**src/rtl/ahb_dec_pkg.sv**
```systemverilog
package ahb_dec_pkg;

   localparam logic [1:0] TRANS_IDLE   = 2'b00;
   localparam logic [1:0] TRANS_BUSY   = 2'b01;
   localparam logic [1:0] TRANS_NONSEQ = 2'b10;
   localparam logic [1:0] TRANS_SEQ    = 2'b11;

   localparam logic RESP_OKAY  = 1'b0;
   localparam logic RESP_ERROR = 1'b1;

   // 1KB decode granule
   localparam int unsigned GRAN_LSB = 10;

   typedef enum logic [1:0] {
      DS_IDLE = 2'b00,
      DS_ERR1 = 2'b01,
      DS_ERR2 = 2'b10
   } dflt_state_e;

endpackage

```
**src/rtl/ahb_region_match.sv**
```systemverilog
module ahb_region_match
   import ahb_dec_pkg::*;
#(
   parameter int unsigned ADDR_W = 32,
   parameter int unsigned N_REG  = 4,
   parameter int unsigned KB_W   = 16,
   parameter logic [N_REG-1:0][ADDR_W-1:0] REG_BASE = '0,
   parameter logic [N_REG-1:0][KB_W-1:0]   REG_KB   = '1
) (
   input  logic [ADDR_W-1:0] haddr,
   output logic [N_REG-1:0]  hit
);

   localparam int unsigned BLK_W = ADDR_W - GRAN_LSB;

   logic [BLK_W-1:0] blk;
   assign blk = haddr[ADDR_W-1:GRAN_LSB];

   for (genvar i = 0; i < N_REG; i++) begin : g_cmp
      localparam logic [BLK_W:0] LO = {1'b0, REG_BASE[i][ADDR_W-1:GRAN_LSB]};
      localparam logic [BLK_W:0] HI = LO + (BLK_W+1)'(REG_KB[i]);

      if (REG_BASE[i][GRAN_LSB-1:0] != '0) begin : g_bad_align
         $error("region %0d base is not 1KB aligned", i);
      end
      if (REG_KB[i] == '0) begin : g_bad_size
         $error("region %0d is smaller than 1KB", i);
      end
      if (HI > (BLK_W+1)'(1) << BLK_W) begin : g_bad_end
         $error("region %0d runs past the top of the address space", i);
      end

      assign hit[i] = ({1'b0, blk} >= LO) && ({1'b0, blk} < HI);
   end

endmodule

```
**src/rtl/ahb_sel_priority.sv**
```systemverilog
module ahb_sel_priority #(
   parameter int unsigned N_REG = 4
) (
   input  logic [N_REG-1:0] hit,
   output logic [N_REG-1:0] sel,
   output logic             sel_dflt
);

   // a region's select is blocked by any lower-indexed hit
   logic [N_REG:0] blocked;
   assign blocked[0] = 1'b0;

   for (genvar i = 0; i < N_REG; i++) begin : g_chain
      assign sel[i]       = hit[i] & ~blocked[i];
      assign blocked[i+1] = blocked[i] | hit[i];
   end

   assign sel_dflt = ~blocked[N_REG];

endmodule

```
**src/rtl/ahb_dflt_sub.sv**
```systemverilog
module ahb_dflt_sub
   import ahb_dec_pkg::*;
(
   input  logic       hclk,
   input  logic       hresetn,
   input  logic       hsel,
   input  logic [1:0] htrans,
   input  logic       hready,
   output logic       hreadyout,
   output logic       hresp
);

   dflt_state_e st_q, st_d;
   logic        accept_err;

   // only NONSEQ/SEQ (htrans[1] set) in a completed address phase count
   assign accept_err = hsel & hready & htrans[1];

   always_comb begin
      st_d = st_q;
      unique case (st_q)
         DS_IDLE: st_d = accept_err ? DS_ERR1 : DS_IDLE;
         DS_ERR1: st_d = DS_ERR2;
         DS_ERR2: st_d = accept_err ? DS_ERR1 : DS_IDLE;
         default: st_d = DS_IDLE;
      endcase
   end

   always_ff @(posedge hclk or negedge hresetn) begin
      if (!hresetn) st_q <= DS_IDLE;
      else          st_q <= st_d;
   end

   assign hreadyout = (st_q != DS_ERR1);
   assign hresp     = (st_q == DS_IDLE) ? RESP_OKAY : RESP_ERROR;


   err_first_chk: assert property (@(posedge hclk) disable iff (!hresetn)
      (hsel && hready && htrans[1]) |=> (!hreadyout && hresp));


   err_second_chk: assert property (@(posedge hclk) disable iff (!hresetn)
      (!hreadyout) |=> (hreadyout && hresp));


   okay_chk: assert property (@(posedge hclk) disable iff (!hresetn)
      (hsel && hready && !htrans[1] && hreadyout) |=> (hreadyout && !hresp));


   stall_chk: assert property (@(posedge hclk) disable iff (!hresetn)
      (!hready && hreadyout && !hresp) |=> (hreadyout && !hresp));

endmodule

```
**src/rtl/ahb_addr_decoder.sv**
```systemverilog
module ahb_addr_decoder
   import ahb_dec_pkg::*;
#(
   parameter int unsigned ADDR_W        = 32,
   parameter int unsigned N_REG         = 4,
   parameter int unsigned KB_W          = 16,
   parameter bit          ALLOW_OVERLAP = 1'b1,
   parameter logic [N_REG-1:0][ADDR_W-1:0] REG_BASE = {
      32'h0002_0000, 32'h0001_0000, 32'h0000_0800, 32'h0000_0000},
   parameter logic [N_REG-1:0][KB_W-1:0] REG_KB = {
      16'd2, 16'd1, 16'd4, 16'd4}
) (
   input  logic              hclk,
   input  logic              hresetn,
   input  logic [ADDR_W-1:0] haddr,
   input  logic [1:0]        htrans,
   input  logic              hready,
   output logic [N_REG-1:0]  hsel,
   output logic              hsel_dflt,
   output logic              hreadyout_dflt,
   output logic              hresp_dflt
);

   localparam int unsigned BLK_W = ADDR_W - GRAN_LSB;

   function automatic int unsigned count_overlaps();
      int unsigned n = 0;
      for (int a = 0; a < N_REG; a++) begin
         for (int b = a + 1; b < N_REG; b++) begin
            logic [BLK_W:0] lo_a, hi_a, lo_b, hi_b;
            lo_a = {1'b0, REG_BASE[a][ADDR_W-1:GRAN_LSB]};
            hi_a = lo_a + (BLK_W+1)'(REG_KB[a]);
            lo_b = {1'b0, REG_BASE[b][ADDR_W-1:GRAN_LSB]};
            hi_b = lo_b + (BLK_W+1)'(REG_KB[b]);
            if (lo_a < hi_b && lo_b < hi_a) n++;
         end
      end
      return n;
   endfunction

   localparam int unsigned N_OVERLAP = count_overlaps();

   if (ADDR_W <= GRAN_LSB) begin : g_bad_width
      $error("address width must exceed the 1KB granule");
   end
   if (N_REG < 1) begin : g_bad_count
      $error("at least one region is required");
   end
   if (!ALLOW_OVERLAP && N_OVERLAP != 0) begin : g_overlap
      $error("%0d overlapping region pairs in the address map", N_OVERLAP);
   end

   logic [N_REG-1:0] hit;

   ahb_region_match #(
      .ADDR_W  (ADDR_W),
      .N_REG   (N_REG),
      .KB_W    (KB_W),
      .REG_BASE(REG_BASE),
      .REG_KB  (REG_KB)
   ) u_match (
      .haddr(haddr),
      .hit  (hit)
   );

   ahb_sel_priority #(
      .N_REG(N_REG)
   ) u_prio (
      .hit     (hit),
      .sel     (hsel),
      .sel_dflt(hsel_dflt)
   );

   ahb_dflt_sub u_dflt (
      .hclk     (hclk),
      .hresetn  (hresetn),
      .hsel     (hsel_dflt),
      .htrans   (htrans),
      .hready   (hready),
      .hreadyout(hreadyout_dflt),
      .hresp    (hresp_dflt)
   );


   sel_onehot_chk: assert property (@(posedge hclk) disable iff (!hresetn)
      $countones({hsel, hsel_dflt}) == 1);


   sel_addr_only_chk: assert property (@(posedge hclk) disable iff (!hresetn)
      $stable(haddr) |-> $stable({hsel, hsel_dflt}));


   dflt_excl_chk: assert property (@(posedge hclk) disable iff (!hresetn)
      hsel_dflt |-> (hsel == '0));

endmodule

```
**config.mk**
```make
export PLATFORM = sky130hd
export DESIGN_NAME = ahb_addr_decoder
export DESIGN_NICKNAME = d
export VERILOG_FILES = /design/src/rtl/ahb_dec_pkg.sv /design/src/rtl/ahb_region_match.sv /design/src/rtl/ahb_sel_priority.sv /design/src/rtl/ahb_dflt_sub.sv /design/src/rtl/ahb_addr_decoder.sv
export SDC_FILE = /design/constraint.sdc
export NUM_CORES = 1
export LEC_CHECK = 0
export ABC_AREA = 1
export BUFFER_PORTS_ARGS = -buffer_cell sky130_fd_sc_hd__buf_2
export CORE_AREA = 10 10 47 49
export DETAILED_ROUTE_END_ITERATION = 12
export DIE_AREA = 0 0 57 59
export PLACE_DENSITY = 0.68
export SYNTH_ARGS = -nofsm -noshare
export SYNTH_HDL_FRONTEND = slang
export SYNTH_SLANG_ARGS = --single-unit
```
**constraint.sdc**
```tcl
create_clock -name hclk -period 1.7 [get_ports hclk]
set_input_delay 0.255 -clock hclk [delete_from_list [all_inputs] [get_ports hclk]]
set_output_delay 0.255 -clock hclk [all_outputs]
set_load 0.05 [all_outputs]
```
# Word-level counts from Yosys, hierarchy flattened
# Cells that the tools add are included.
# classes
n_reduce_logical,5
magnitude_cmp,7
muxes,3
bitwise,12
n_eq_ne,3
# op_table
op,n
$lt 22x3->1 const B,2
$ge 22x2->1 const B,1
$ge 22x7->1 const B,1
$ge 22x8->1 const B,1
$lt 22x7->1 const B,1
$lt 22x8->1 const B,1
$and 1x1->1,5
$not 1->1,4
$pmux 2 s2,1
$logic_and 1x1->1,3
$or 1x1->1,3
$eq 2x1->1 const B,1
$eq 2x2->1 const B,1
$logic_not 2->1,1
$mux 1,2
$ne 2x1->1 const B,1
$reduce_or 2->1,1
# word_totals
word_cells,31
out_inout_bits,7
ff_bits,2
in_bits,37

# Depth between registers and ports, before layout
# Gate-level depths: netlist of the first run.
# logic_depth
depth_word,10
ltp_mapped,9

# By module
# From an unflattened synthesis of the first run, not the netlist that was laid out.
# unflattened
hier_cells,61
hier_area_um2,291.5
# modules_own_cells
module,n_inst,cells_per_inst,area_each_um2
ahb_region_match,1,41,166.4
ahb_dflt_sub,1,10,82.6
ahb_sel_priority,1,10,42.5

# Worst setup path after synthesis of the first run
# OpenSTA, ideal clock, no wires.
# synth_timing
kind,input -> output
start,in haddr[20]
end,out hsel[1]
path_buffers,0
cell_stages,5
t_required_ns,1.445
setup_slack_ns,0.133
arrival_time_ns,1.312
cell_sequence,nor2_2 > nand2_1 > nor2_1 > nand2_1 > nor3b_2
# synth_via
elab_chain_len,3
word_cells_on_any_way,6
cone_classes,order compare (3); bitwise (2); reduce/logical (1)
# synth_rtl
item,line,source
"start, declared",ahb_addr_decoder.sv:15,"input logic [ADDR_W-1:0] haddr,"
$ge 22x2->1 / $lt 22x3->1 (equally long branches),ahb_region_match.sv:33,"assign hit[i] = ({1'b0, blk} >= LO) && ({1'b0, blk} < HI);"
$logic_and 1x1->1 / $not 1->1 (equally long branches),"ahb_region_match.sv:33, ahb_sel_priority.sv:14",
$and 1x1->1 (*),ahb_sel_priority.sv:14,assign sel[i] = hit[i] & ~blocked[i];
"end, declared",ahb_addr_decoder.sv:18,"output logic [N_REG-1:0] hsel,"
# Mark *: on every way between the ends. The rest lies on a longest branch, timed or not.

# Worst setup path in the final report of the first run
# layout_timing
start,in haddr[19]
end,out hsel[1]
# The elaborated chain is that of the path after synthesis.

==> results of run 1 <==
[worst max-delay path by stage]
| stage | end | slack [ns] | depth (start not counted) |
|---|---|---|---|
| CTS | hsel[1] | 0.18 | 7 |
| global route | hsel[1] | 0.06 | 7 |
| global placement | hsel[1] | 0.19 | 7 |
| detailed placement | hsel[1] | 0.19 | 7 |
| floorplan | hsel[1] | 0.13 | 5 |
| finish | hsel[1] | 0.20 | 7 |
[per-layer routing]
layer | wire length [µm] | vias to the layer above
li1 | - | 230
met1 | 499 | 155
met2 | 302 | 32
met3 | 196 | 0
met4 | 0 | 0
met5 | 0 | -
[per-stage QoR]
step	instances	utilization (%)	instance area [µm²]
6_report	104	35.7	500
5_1_grt	104	35.7	500
4_1_cts	104	35.7	500
3_5_place_dp	100	33.4	468
3_3_place_gp	100	33.4	468
2_1_floorplan	52	-	288
[cell families (layout without fill, tap and decap cells)]
| family | Yosys count | after routing | share of synthesized area [%] |
|---|---|---|---|
| AND/OR/NAND/NOR | 39 | 39 | 67.8 |
| buffers and inverters | 10 | 46 | 13.0 |
| flip-flops | 2 | 2 | 17.4 |
| AO/OA/AOI/OAI | 1 | 1 | 1.74 |
[layout make-up]
class / instances / area share (%)
Timing Repair Buffer: 33 / 34.0
Inverter: 10 / 7.50
Clock buffer: 3 / 4.50
Sequential cell: 2 / 10.0
Multi-Input combinational cell: 40 / 40.0
Tap cell: 16 / 4.00
[worst max-delay path, cell delays in order]
cell                      delay [ns]
sky130_fd_sc_hd__buf_2          0.10
sky130_fd_sc_hd__nor2_2         0.16
sky130_fd_sc_hd__nand2_1        0.07
sky130_fd_sc_hd__nor2_1         0.13
sky130_fd_sc_hd__nand2_1        0.10
sky130_fd_sc_hd__nor3b_2        0.15
sky130_fd_sc_hd__buf_2          0.28
[power breakdown]
group / leakage [nW] / total [W] / switching [W] / internal, W
registers: 0.0264 / 0.0000517 / 0.00000108 / 0.0000506
clock network: 0.0138 / 0.0000997 / 0.0000223 / 0.0000775
logic: 0.250 / 0.0000739 / 0.0000394 / 0.0000344
[repair_timing]
item,in CTS,in global routing
hold buffers,1,0
setup endpoints to repair,0,0
resized for setup,0,0
endpoints found under the hold margin,2,0
[Yosys cell counts]
cell,number
sky130_fd_sc_hd__nor2_1,14
sky130_fd_sc_hd__inv_1,10
sky130_fd_sc_hd__nand2_1,9
sky130_fd_sc_hd__nor2_2,4
sky130_fd_sc_hd__nand3_1,3
sky130_fd_sc_hd__dfrtp_1,2
sky130_fd_sc_hd__nand2_2,2
sky130_fd_sc_hd__nand4_1,2
sky130_fd_sc_hd__nand3b_1,1
sky130_fd_sc_hd__nor2_4,1
sky130_fd_sc_hd__nor3b_2,1
sky130_fd_sc_hd__o21ai_1,1
sky130_fd_sc_hd__or2_0,1
sky130_fd_sc_hd__or2_1,1
==> out/results.txt, run 1 <==
The flow ran to the end, and the final reports show no timing, DRC or antenna violations. The post-CTS clock slew at the launch and capture registers of the worst setup and hold paths was 0.03 ns. The top cell types in the final layout, fill and taps aside, are 32 x sky130_fd_sc_hd__buf_2, 14 x sky130_fd_sc_hd__nor2_1, 10 x sky130_fd_sc_hd__inv_1.

For the final database, setup skew stands at 0.00232 ns. Setup repair after global routing left no endpoint under its margin. Entering global routing, the biggest net connects 5 pins. In this run the worst path has a maximum fanout of 4. The cell count of the worst hold path is 3. The type of element capturing the critical path was an output port. In the final layout, the registers with the most flip-flops are u_dflt.st_q (2). In this run, CTS created clock tree buffers numbering 3. Counting every net in the synthesized netlist gives 89. The logic depth of the worst register-to-register path came out at 3. In this run the clock root is driven by a sky130_fd_sc_hd__clkbuf_4. The number of global-route vias before repair is 445, and the area taken by flip-flops and latches is 50.0 µm². The antenna diode count was 0. The total iterations of the first detailed-routing run came out at 4.

The tools report the first-pass GRT wire length as 1750 µm. The share of the clock period used by the worst path is 88.5%, and the layout cell share with drive strength beyond 1 is 48.9%. The logs give 665 MHz for the maximum achievable frequency and 0.000225 W for the sum of internal, switching and leakage power. VDD sags by at most 0.129 mV.

Ranked by total cell area, the synthesized netlist is headed by sky130_fd_sc_hd__nor2_1 18%, sky130_fd_sc_hd__dfrtp_1 17%, sky130_fd_sc_hd__inv_1 13%, sky130_fd_sc_hd__nand2_1 12%, sky130_fd_sc_hd__nor2_2 8.7%. The tools report the number of max-slew violations in the final report as 0. After floorplanning, the core was divided into 14 placement rows.

Capture instance of the worst register-to-register path: u_dflt.st_q[0]. The worst register-to-register path begins at u_dflt.st_q[0]. The detail route stage leaves a number of antenna-violating nets equal to 0. The setup slack after placement is 0.188 ns. Maximum clock insertion buffer count: 2. Wires add up to 997 µm. The tools report the global route total overflow as 0. Register name with the most flops: u_dflt.st_q. The synthesized netlist cell count was 52; the final setup slack of the worst path was 0.196 ns. The tools report the number of antenna violations at the first check in global routing as 0. Startpoint-to-endpoint class of the critical path: input port to output port.

The number of nets in the layout is 127. Setup slack on the worst reg-to-reg path comes out at 1.02 ns. Summed over all nets, the half-perimeter wirelength after detailed placement is 929 µm. At the worst endpoint, the required time is 1.44 ns. The register with the most flip-flops in the layout has 2 of them. Yosys printed 0 warnings. The area growth from synthesis to final layout was 73.9%. The tightest hold path in the finished design has a slack of 0.290 ns.

The path class of the tightest hold or removal check is input port to flop. The startpoint kind of the worst setup timing path was an input port. Summing over every cut layer, the via total after detailed routing is 417.

The netlist uses 14 different library cells. The die width works out to 57 µm. The count of final setup violators was 0; the average cell area after synthesis was 5.53 µm². The maximum level of the CTS H-tree came out at 1. The path with the worst hold slack has its endpoint at u_dflt.st_q[0].

In the final routed layout, each cell accounts on average for 9.59 µm. The clock latency reported for the late side of the worst-skew pair is 0.22 ns. The final number of hold-violating endpoints was 0; the starting utilization of the core area was 20.5%.

For the met1 demand-to-capacity share in global routing, the log shows 7.81%. The tree built by TritonCTS fans out to 2 sinks. The clock period could shrink to 1.50 ns. The tools report the startpoint of the worst setup timing path as haddr[19].

In this run the most critical hold path is launched from hready. For this run, design rule violations remaining after detail routing come to 0. The layer flagged by global routing as most heavily used is met1. Global routing consumed, on the met2 layer, 7.60% of the routing resources.

Using the TritonRoute via totals, the vias-per-cell ratio works out to 4.01. Register bit count reported by yosys: 2. The overall die height is 59 µm. sky130_fd_sc_hd__nor2_1 takes more of the synthesized area than any other cell. The first routing iteration left 3 violations. The mapped netlist covers 288 µm². The core region is 1400 µm². Transition at the pin with the smallest max-transition slack: 0.257 ns. The number of port buffers was 32; the fraction of the yosys area taken by sequential cells was 17.4%.

The standby leakage power came out at 0.290 nW. For the count of max-cap constraint violations, the log shows 0. The floorplan die area was 3360 µm². The global placer's final weighted congestion is 0.739, and the top-area cell type share of the netlist area is 18.3%. In this run the post-CTS setup repair buffer count came out at 0.

Summed over all failing endpoints, the final setup total negative slack is 0 ns. TritonCTS built the clock tree. The leading cell type in the layout, fill and taps excluded was sky130_fd_sc_hd__buf_2. The number of fillers in the final layout was 168. The power per unit of standard cell area works out to 450 nW/µm².

Measured against its own limit, the worst slew margin works out to 83.0%. The logs give 44 for the I/O pin total and 6.29% for the total routing resource utilization after global routing. The multi-input combinational cells in the finished layout cover a total of 200 µm². The run gives 1.25 ns as the data arrival time of the critical path. The global routing usage on met3 was 5.36%.
Power figures use the tool's default switching activity.
==> run 2, diff against run 1 <==
--- a/config.mk
+++ b/config.mk
@@ -7,10 +7,12 @@
 export LEC_CHECK = 0
 export ABC_AREA = 1
 export BUFFER_PORTS_ARGS = -buffer_cell sky130_fd_sc_hd__buf_2
+export CAP_MARGIN = 40
 export CORE_AREA = 10 10 47 49
 export DETAILED_ROUTE_END_ITERATION = 12
 export DIE_AREA = 0 0 57 59
 export PLACE_DENSITY = 0.68
 export SYNTH_ARGS = -nofsm -noshare
 export SYNTH_HDL_FRONTEND = slang
+export SYNTH_HIERARCHICAL = 1
 export SYNTH_SLANG_ARGS = --single-unit
==> run 2 against run 1 <==
Critical path depth grew 1; cell area increased by 2.3%; clock skew is 0.0016 ns lower; highest routed layer unchanged; critical path type unchanged.
==> out/results.txt, run 2 <==
The flow ran to the end, and the final reports show no timing, DRC or antenna violations. The maximum level of the CTS H-tree was 1; the overall die height was 59 µm. Across the whole layout, storage elements account for 50.0 µm². The register with the most flip-flops in the final layout is u_dflt/st_q. The number of vias per cell after detailed routing is 3.83. The type of element capturing the critical path was an output port. The final total negative setup slack was 0 ns. The synthesized design devotes to its leading area cell type 32.2% of total area. The logs give 20.8% for the starting utilization of the core area and 0 for the count of final setup violators.

Largest area contributor in the synthesized netlist: sky130_fd_sc_hd__nor2_1. The number of sinks on the clock net was 2; the distinct cell type count after synthesis was 12. For the number of max-slew violations in the final report, the log shows 0. Setup repair after global routing left no endpoint under its margin.

The tightest hold path in the finished design has a slack of 0.259 ns. TritonCTS built the clock tree. The library cells used most frequently in the layout, excluding fill and tap cells, are 32 x sky130_fd_sc_hd__buf_2, 24 x sky130_fd_sc_hd__nor2_1, 14 x sky130_fd_sc_hd__nand2_1. The number of global-route vias before repair was 434; the remaining number of nets flagged by the antenna check after routing was 0. The maximum clock insertion buffer count is 2, and the global placer's final weighted congestion is 0.696. 44 I/O pins were placed. The logs give 14 for the number of placement rows and 1.44 ns for the required time of the critical path. The layout cell share with drive strength beyond 1 is 42.3%, and the average cell area after synthesis is 4.78 µm².

The register-to-register setup slack is 1.08 ns. From synthesis to final layout, the design area changed by 75.5%. The post-synthesis net count was 98. The Yosys step of the flow raised 6 warnings. The number of synthesized flops with an enable pin was 0; the peak fanout along the critical path was 2. The buffer cell driving the clock tree root is sky130_fd_sc_hd__clkbuf_4. The die width was 57 µm; the synthesized netlist cell count was 61.

The global route total overflow came out at 0. The routed length per instance came out at 9.02 µm. Register bit count reported by yosys: 2.

The maximum achievable frequency came out at 652 MHz. Along the worst hold path, the cell count comes to 3. STA classifies the critical path startpoint as an input port. The number of placed instances, taps included, is 109. The run gives 136 as the number of nets in the layout.

The share of flip-flops with an asynchronous set or reset is 100%, and the placeable core region is 1400 µm². The detailed router placed 433 vias in this run. The final number of hold-violating endpoints is 0. The wire-length estimate of the detail-placed layout is 908 µm.

After filler insertion, the fill cell instance count of the layout stands at 166. The logic depth of the worst register-to-register path was 3. Sorting the synthesized cells by area gives the leading types as sky130_fd_sc_hd__nor2_1 32%, sky130_fd_sc_hd__nand2_1 18%, sky130_fd_sc_hd__dfrtp_1 17%, sky130_fd_sc_hd__inv_1 13%, sky130_fd_sc_hd__nor2_2 4.3%. The worst pin sits at a relative slew slack of 82.8%. In the global route stage, met2 resource usage came out at 8.37%.

Global routing consumed, on the met3 layer, 1.72% of the routing resources. For the data arrival time of the critical path, the log shows 1.28 ns. The first TritonRoute pass finished after 5 iterations. Flip-flop count of the largest register after layout: 2. For the pin with the worst max-slew slack, the measured transition is 0.259 ns. The floorplan step defined a die boundary enclosing 3360 µm². The leading register cell type out of synthesis was sky130_fd_sc_hd__dfrtp_1.

The tool flagged a number of max-cap violations equal to 0. The post-CTS clock slew at the launch and capture registers of the worst setup and hold paths was 0.03 ns; the setup slack after placement was 0.135 ns. The logs give 0 for the number of antenna violations at the first check in global routing and 6.67% for the met1 demand-to-capacity share in global routing. The worst-case clock skew came out at 0.000704 ns. The first global-routing pass estimated 1580 µm of wire. The worst path in the final design needs a cycle of 1.53 ns, including I/O delays and setup. Yosys instantiated no cell more often than sky130_fd_sc_hd__nor2_1. Final setup slack of the worst path: 0.165 ns. The leading cell type in the layout, fill and taps excluded is sky130_fd_sc_hd__buf_2. TritonCTS created 3 clock buffers. The final critical path takes up 90.3% of the cycle. The kind of path behind the tightest hold check is input port to flop. Global routing consumed, over all layers together, 5.50% of the routing resources. The tools report the number of setup buffers added after CTS as 0.

Detailed router's first-iteration violation count: 5. In the final layout, the registers with the most flip-flops are u_dflt/st_q (2). Startpoint-to-endpoint class of the critical path: input port to output port.

During placement, the flow inserted port buffers numbering 32. The maximum number of pins on one net before global-route repair is 4. The busiest metal layer after global routing is met2. In the routed design, unresolved DRC markers number 0. Sequential cells were found to cover 17.2% of the synthesized design area. Clock latency reported for the late side of the worst-skew pair: 0.22 ns. The worst supply voltage drop on vdd was 0.174 mV; the standby leakage power was 0.298 nW.

For this design the ratio of total power to cell area is 447 nW/µm². For this run, the number of standard cells in the final layout without fillers is 113. The routed design has 1020 µm of wire.

In the final layout, the multi-input gates occupy 196 µm². The repair_antennas step left the layout with diodes totalling 0. Post-synthesis cell area: 292 µm². At the end of the flow the core is filled with cells to 36.5%. Ranked by instance count, the synthesized netlist is headed by 25 x sky130_fd_sc_hd__nor2_1, 14 x sky130_fd_sc_hd__nand2_1, 10 x sky130_fd_sc_hd__inv_1.
==> run 2: layer usage <==
layer	share of wire, %	vias to the layer above
met5	0	-
met3	7.3	0
met2	46	20
met1	47	166
met4	0	0
li1	-	247
==> run 2: repair_timing <==
item / 4_1_cts / 5_1_grt
hold endpoints to repair: 2 / 0
hold buffers: 1 / 0
resized for setup: 0 / 1
setup endpoints to repair: 0 / 2
==> run 2: cell type report <==
cell class	count	area share, %
sequential	2	9.78
inverter	12	8.80
timing repair buffer	34	34.7
multi-input combinational	46	38.4
tap	16	3.91
clock buffer	3	4.40
==> run 2: power by group <==
| group | total [W] | internal (W) | switching, W |
|---|---|---|---|
| clock | 0.000104 | 0.0000778 | 0.0000260 |
| combinational | 0.0000727 | 0.0000339 | 0.0000388 |
| sequential | 0.0000520 | 0.0000506 | 0.00000136 |
==> run 2: path summary, 6_finish.rpt <==
| path | startpoint | end |
|---|---|---|
| setup / recovery | haddr[23] | hsel[3] |
| hold / removal | hready | u_dflt/st_q[0] |
| setup reg to reg | u_dflt/st_q[0] | u_dflt/st_q[0] |
| hold reg to reg | u_dflt/st_q[1] | u_dflt/st_q[1] |
| max in group asynchronous | hresetn | u_dflt/st_q[0] |
| min in group asynchronous | hresetn | u_dflt/st_q[1] |
==> run 2: metrics by stage <==
stage                     area [µm²]  power [W]
after floorplan                  297  0.0000862
after global placement           477   0.000122
after detailed placement         477   0.000124
after CTS                        509   0.000233
after global routing             512   0.000248
final                            512   0.000229
==> run 2: cell families after synthesis <==
group,after synthesis,share of synthesized area (%)
and+or+nand+nor,45,61.8
buffers and inverters,13,18.0
DFF,2,17.2
xor gates and xnor gates,1,3.00
==> run 2: worst max-delay path, cell delays in order <==
cell,delay [ns]
sky130_fd_sc_hd__buf_2,0.10
sky130_fd_sc_hd__or2_1,0.22
sky130_fd_sc_hd__nor2_1,0.10
sky130_fd_sc_hd__nand2_1,0.08
sky130_fd_sc_hd__nor2_1,0.13
sky130_fd_sc_hd__inv_1,0.05
sky130_fd_sc_hd__nor2_1,0.08
sky130_fd_sc_hd__buf_2,0.27
==> run 3, diff against run 2 <==
--- a/config.mk
+++ b/config.mk
@@ -12,6 +12,7 @@
 export DETAILED_ROUTE_END_ITERATION = 12
 export DIE_AREA = 0 0 57 59
 export PLACE_DENSITY = 0.68
+export REMOVE_ABC_BUFFERS = 1
 export SYNTH_ARGS = -nofsm -noshare
 export SYNTH_HDL_FRONTEND = slang
 export SYNTH_HIERARCHICAL = 1
==> run 3 against run 2 <==
Critical path type unchanged; total power fell by 0.21%; clock-buffer cell count did not move; register-to-register slack hardly changed; maximum frequency decreased by 0.74%; largest cell class unchanged; flip-flop and latch count stayed put; die area stayed put; critical path depth grew 1; critical endpoint is now hsel[2].
==> out/results.txt, run 3 (synthesis results as in run 2) <==
The final layout contains routed wiring with a total length of 1070 µm. In the final routed layout, each cell accounts on average for 9.54 µm. In this run the deepest clock path goes through 2 buffers. The number of global-route vias before repair was 486; the final setup slack of the worst path was 0.154 ns. Counting flops per register, the top entry is u_dflt/st_q. The floorplan has 14 rows. The clock drives 2 sinks. Headroom to the max-slew limit came out at 82.8%. For the number of fillers in the final layout, the log shows 180.

The repair_antennas step left the layout with diodes totalling 0. After the flow finishes, the layout carries non-filler instances totaling 112. Prior to clock tree synthesis, the placed netlist has a worst setup slack of 0.122 ns. The startpoint-to-endpoint class of the critical path is input port to output port.

For this run, design rule violations remaining after detail routing come to 0. The end point of the critical path was hsel[2]. In this run the worst path has a maximum fanout of 3. Entering global routing, the biggest net connects 5 pins. The flip-flop count of the largest register after layout is 2. Share of the clock period used by the worst path: 91.0%. After layout, the design draws a total of 0.000228 W. Using the TritonRoute via totals, the vias-per-cell ratio works out to 3.91. After legalization and detailed placement, the total HPWL measured 956 µm. For this design the ratio of total power to cell area is 455 nW/µm².

Transition at the pin with the smallest max-transition slack: 0.260 ns. The post-CTS clock slew at the launch and capture registers of the worst setup and hold paths is 0.03 ns. For the final database, setup skew stands at 0.000905 ns. The die width is 57 µm, and the detailed router's first-iteration violation count is 7.

For the number of max-slew violations in the final report, the log shows 0. The number of placed instances with taps included is 108. The standby leakage power is 0.287 nW, and the number of vias after detailed routing is 438. TritonCTS built the clock tree. Buffers placed on the I/O ports in this run total 32.

Setup violations remaining at the end of the flow were counted as 0. Startpoint kind of the worst setup timing path: an input port. The first global-routing pass estimated 1820 µm of wire.

Startpoint of the worst setup timing path: haddr[15]. The number of antenna violations at the first check in global routing was 0; the data arrival time of the critical path was 1.29 ns. The clock period minus final worst setup slack works out to 1.55 ns. After the last flow step, the layout net total stands at 135. The worst hold path belongs to the class input port to flop. The largest registers in the layout are u_dflt/st_q (2). For the placeable core region, the log shows 1400 µm².

The tool flagged a number of max-cap violations equal to 0. The run finished with clean final reports. The worst register-to-register path has a depth of 3. Once the floorplan was initialized, standard cells occupied 20.8% of the core. Cells with a size suffix above 1 make up 41.7% of the layout. Total iterations of the first detailed-routing run: 4. In this run the critical register-to-register path is captured at u_dflt/st_q[0]. For the placement-stage cell area, the log shows 464 µm². Once the clock tree was built, the setup fixing pass inserted 0 buffers. In this run the register-to-register setup slack is 1.08 ns. 44 I/O pins were placed. The tools report the launch instance of the worst register-to-register path as u_dflt/st_q[0]. At the later pin of the worst-skew pair, clock insertion delay measures 0.22 ns. Leading cell type in the layout, fill and taps excluded: sky130_fd_sc_hd__buf_2. The die covers 3360 µm². Once detail routing completed, the nets flagged for antenna violations numbered 0. The tools report the global placer's final weighted congestion as 0.604.

The top cell types in the final layout, fill and taps aside, are 32 x sky130_fd_sc_hd__buf_2, 23 x sky130_fd_sc_hd__nor2_1, 14 x sky130_fd_sc_hd__nand2_1. The area of all placed cells without fillers is 502 µm². For this run the aggregate overflow at the end of global routing stands at 0.

VDD sags by at most 0.168 mV. The total routing resource utilization after global routing was 6.27%. In this run, CTS created clock tree buffers numbering 3. Setup repair after global routing left no endpoint under its margin.

The area growth from synthesis to final layout is 72.1%, and the maximum achievable frequency is 647 MHz. Type of element capturing the critical path: an output port. The overall die height is 59 µm. For the worst setup path, the data required time is 1.44 ns. The maximum level of the CTS H-tree was 1; the final number of hold-violating endpoints was 0.

CTS placed an instance of sky130_fd_sc_hd__clkbuf_4 at the clock tree root.
## run 3: cell count changes in the layout (fill, tap and decap cells not counted)
cell                     previous run  this run
sky130_fd_sc_hd__buf_4              1         0
sky130_fd_sc_hd__nor2_1            24        23
sky130_fd_sc_hd__nor2_2             3         4
sky130_fd_sc_hd__nor3_1             0         1
sky130_fd_sc_hd__nor3_2             1         0
## run 3: critical path: stages
cell and delay (ns):
sky130_fd_sc_hd__buf_2 0.09, sky130_fd_sc_hd__inv_1 0.04, sky130_fd_sc_hd__nand2_1 0.06, sky130_fd_sc_hd__nor2_1 0.19, sky130_fd_sc_hd__nand3_1 0.10, sky130_fd_sc_hd__nor2_1 0.10, sky130_fd_sc_hd__inv_1 0.05, sky130_fd_sc_hd__nor3_1 0.11
sky130_fd_sc_hd__buf_2 0.29
## run 3: layout make-up
cell class              count  area (µm²)  area share [%]
flip-flops and latches      2        50.0            9.98
repair buffers             33         170            33.9
inverters                  12        45.0            8.98
multi-input cells          46         194            38.7
well taps                  16        20.0            3.99
clock buffers               3        22.5            4.49
## run 3: power breakdown
part           switching [W]   total, W  internal (W)
Combinational      0.0000390  0.0000729     0.0000339
Sequential        0.00000136  0.0000520     0.0000506
Clock              0.0000254   0.000103     0.0000778
Total              0.0000657   0.000228      0.000162
## run 3: worst min path at each step
| stage | from | end | cells after the start |
|---|---|---|---|
| final | htrans[1] | u_dflt/st_q[0] | 3 |
| after global routing | hready | u_dflt/st_q[0] | 3 |
| after CTS | htrans[1] | u_dflt/st_q[0] | 3 |
| after detailed placement | hresetn | u_dflt/st_q[0] | 1 |
| after global placement | hresetn | u_dflt/st_q[0] | 1 |
| after floorplan | hresetn | u_dflt/st_q[0] | 0 |
## run 3: routing by layer
| layer | global-route usage (%) | share of wire (%) |
|---|---|---|
| met1 | 6.32 | 40 |
| met2 | 11.5 | 50 |
| met3 | 1.93 | 9.6 |
| met4 | 3.02 | 0 |
| met5 | 0 | 0 |
## run 3: timing repair
item,4_1_cts,5_1_grt
hold buffers,1,0
endpoints found under the hold margin,2,0
resized for setup,0,2
endpoints found under the setup margin,0,2
## run 3: stage by stage
stage	setup TNS [ns]	hold WS, ns	util [%]
after detailed placement	0	0.0416	33.1
final	0	0.261	35.8
after global placement	0	0.0399	33.1
after global routing	0	0.277	35.8
after CTS	0	0.256	35.4
after floorplan	-1.49	-0.0406	-
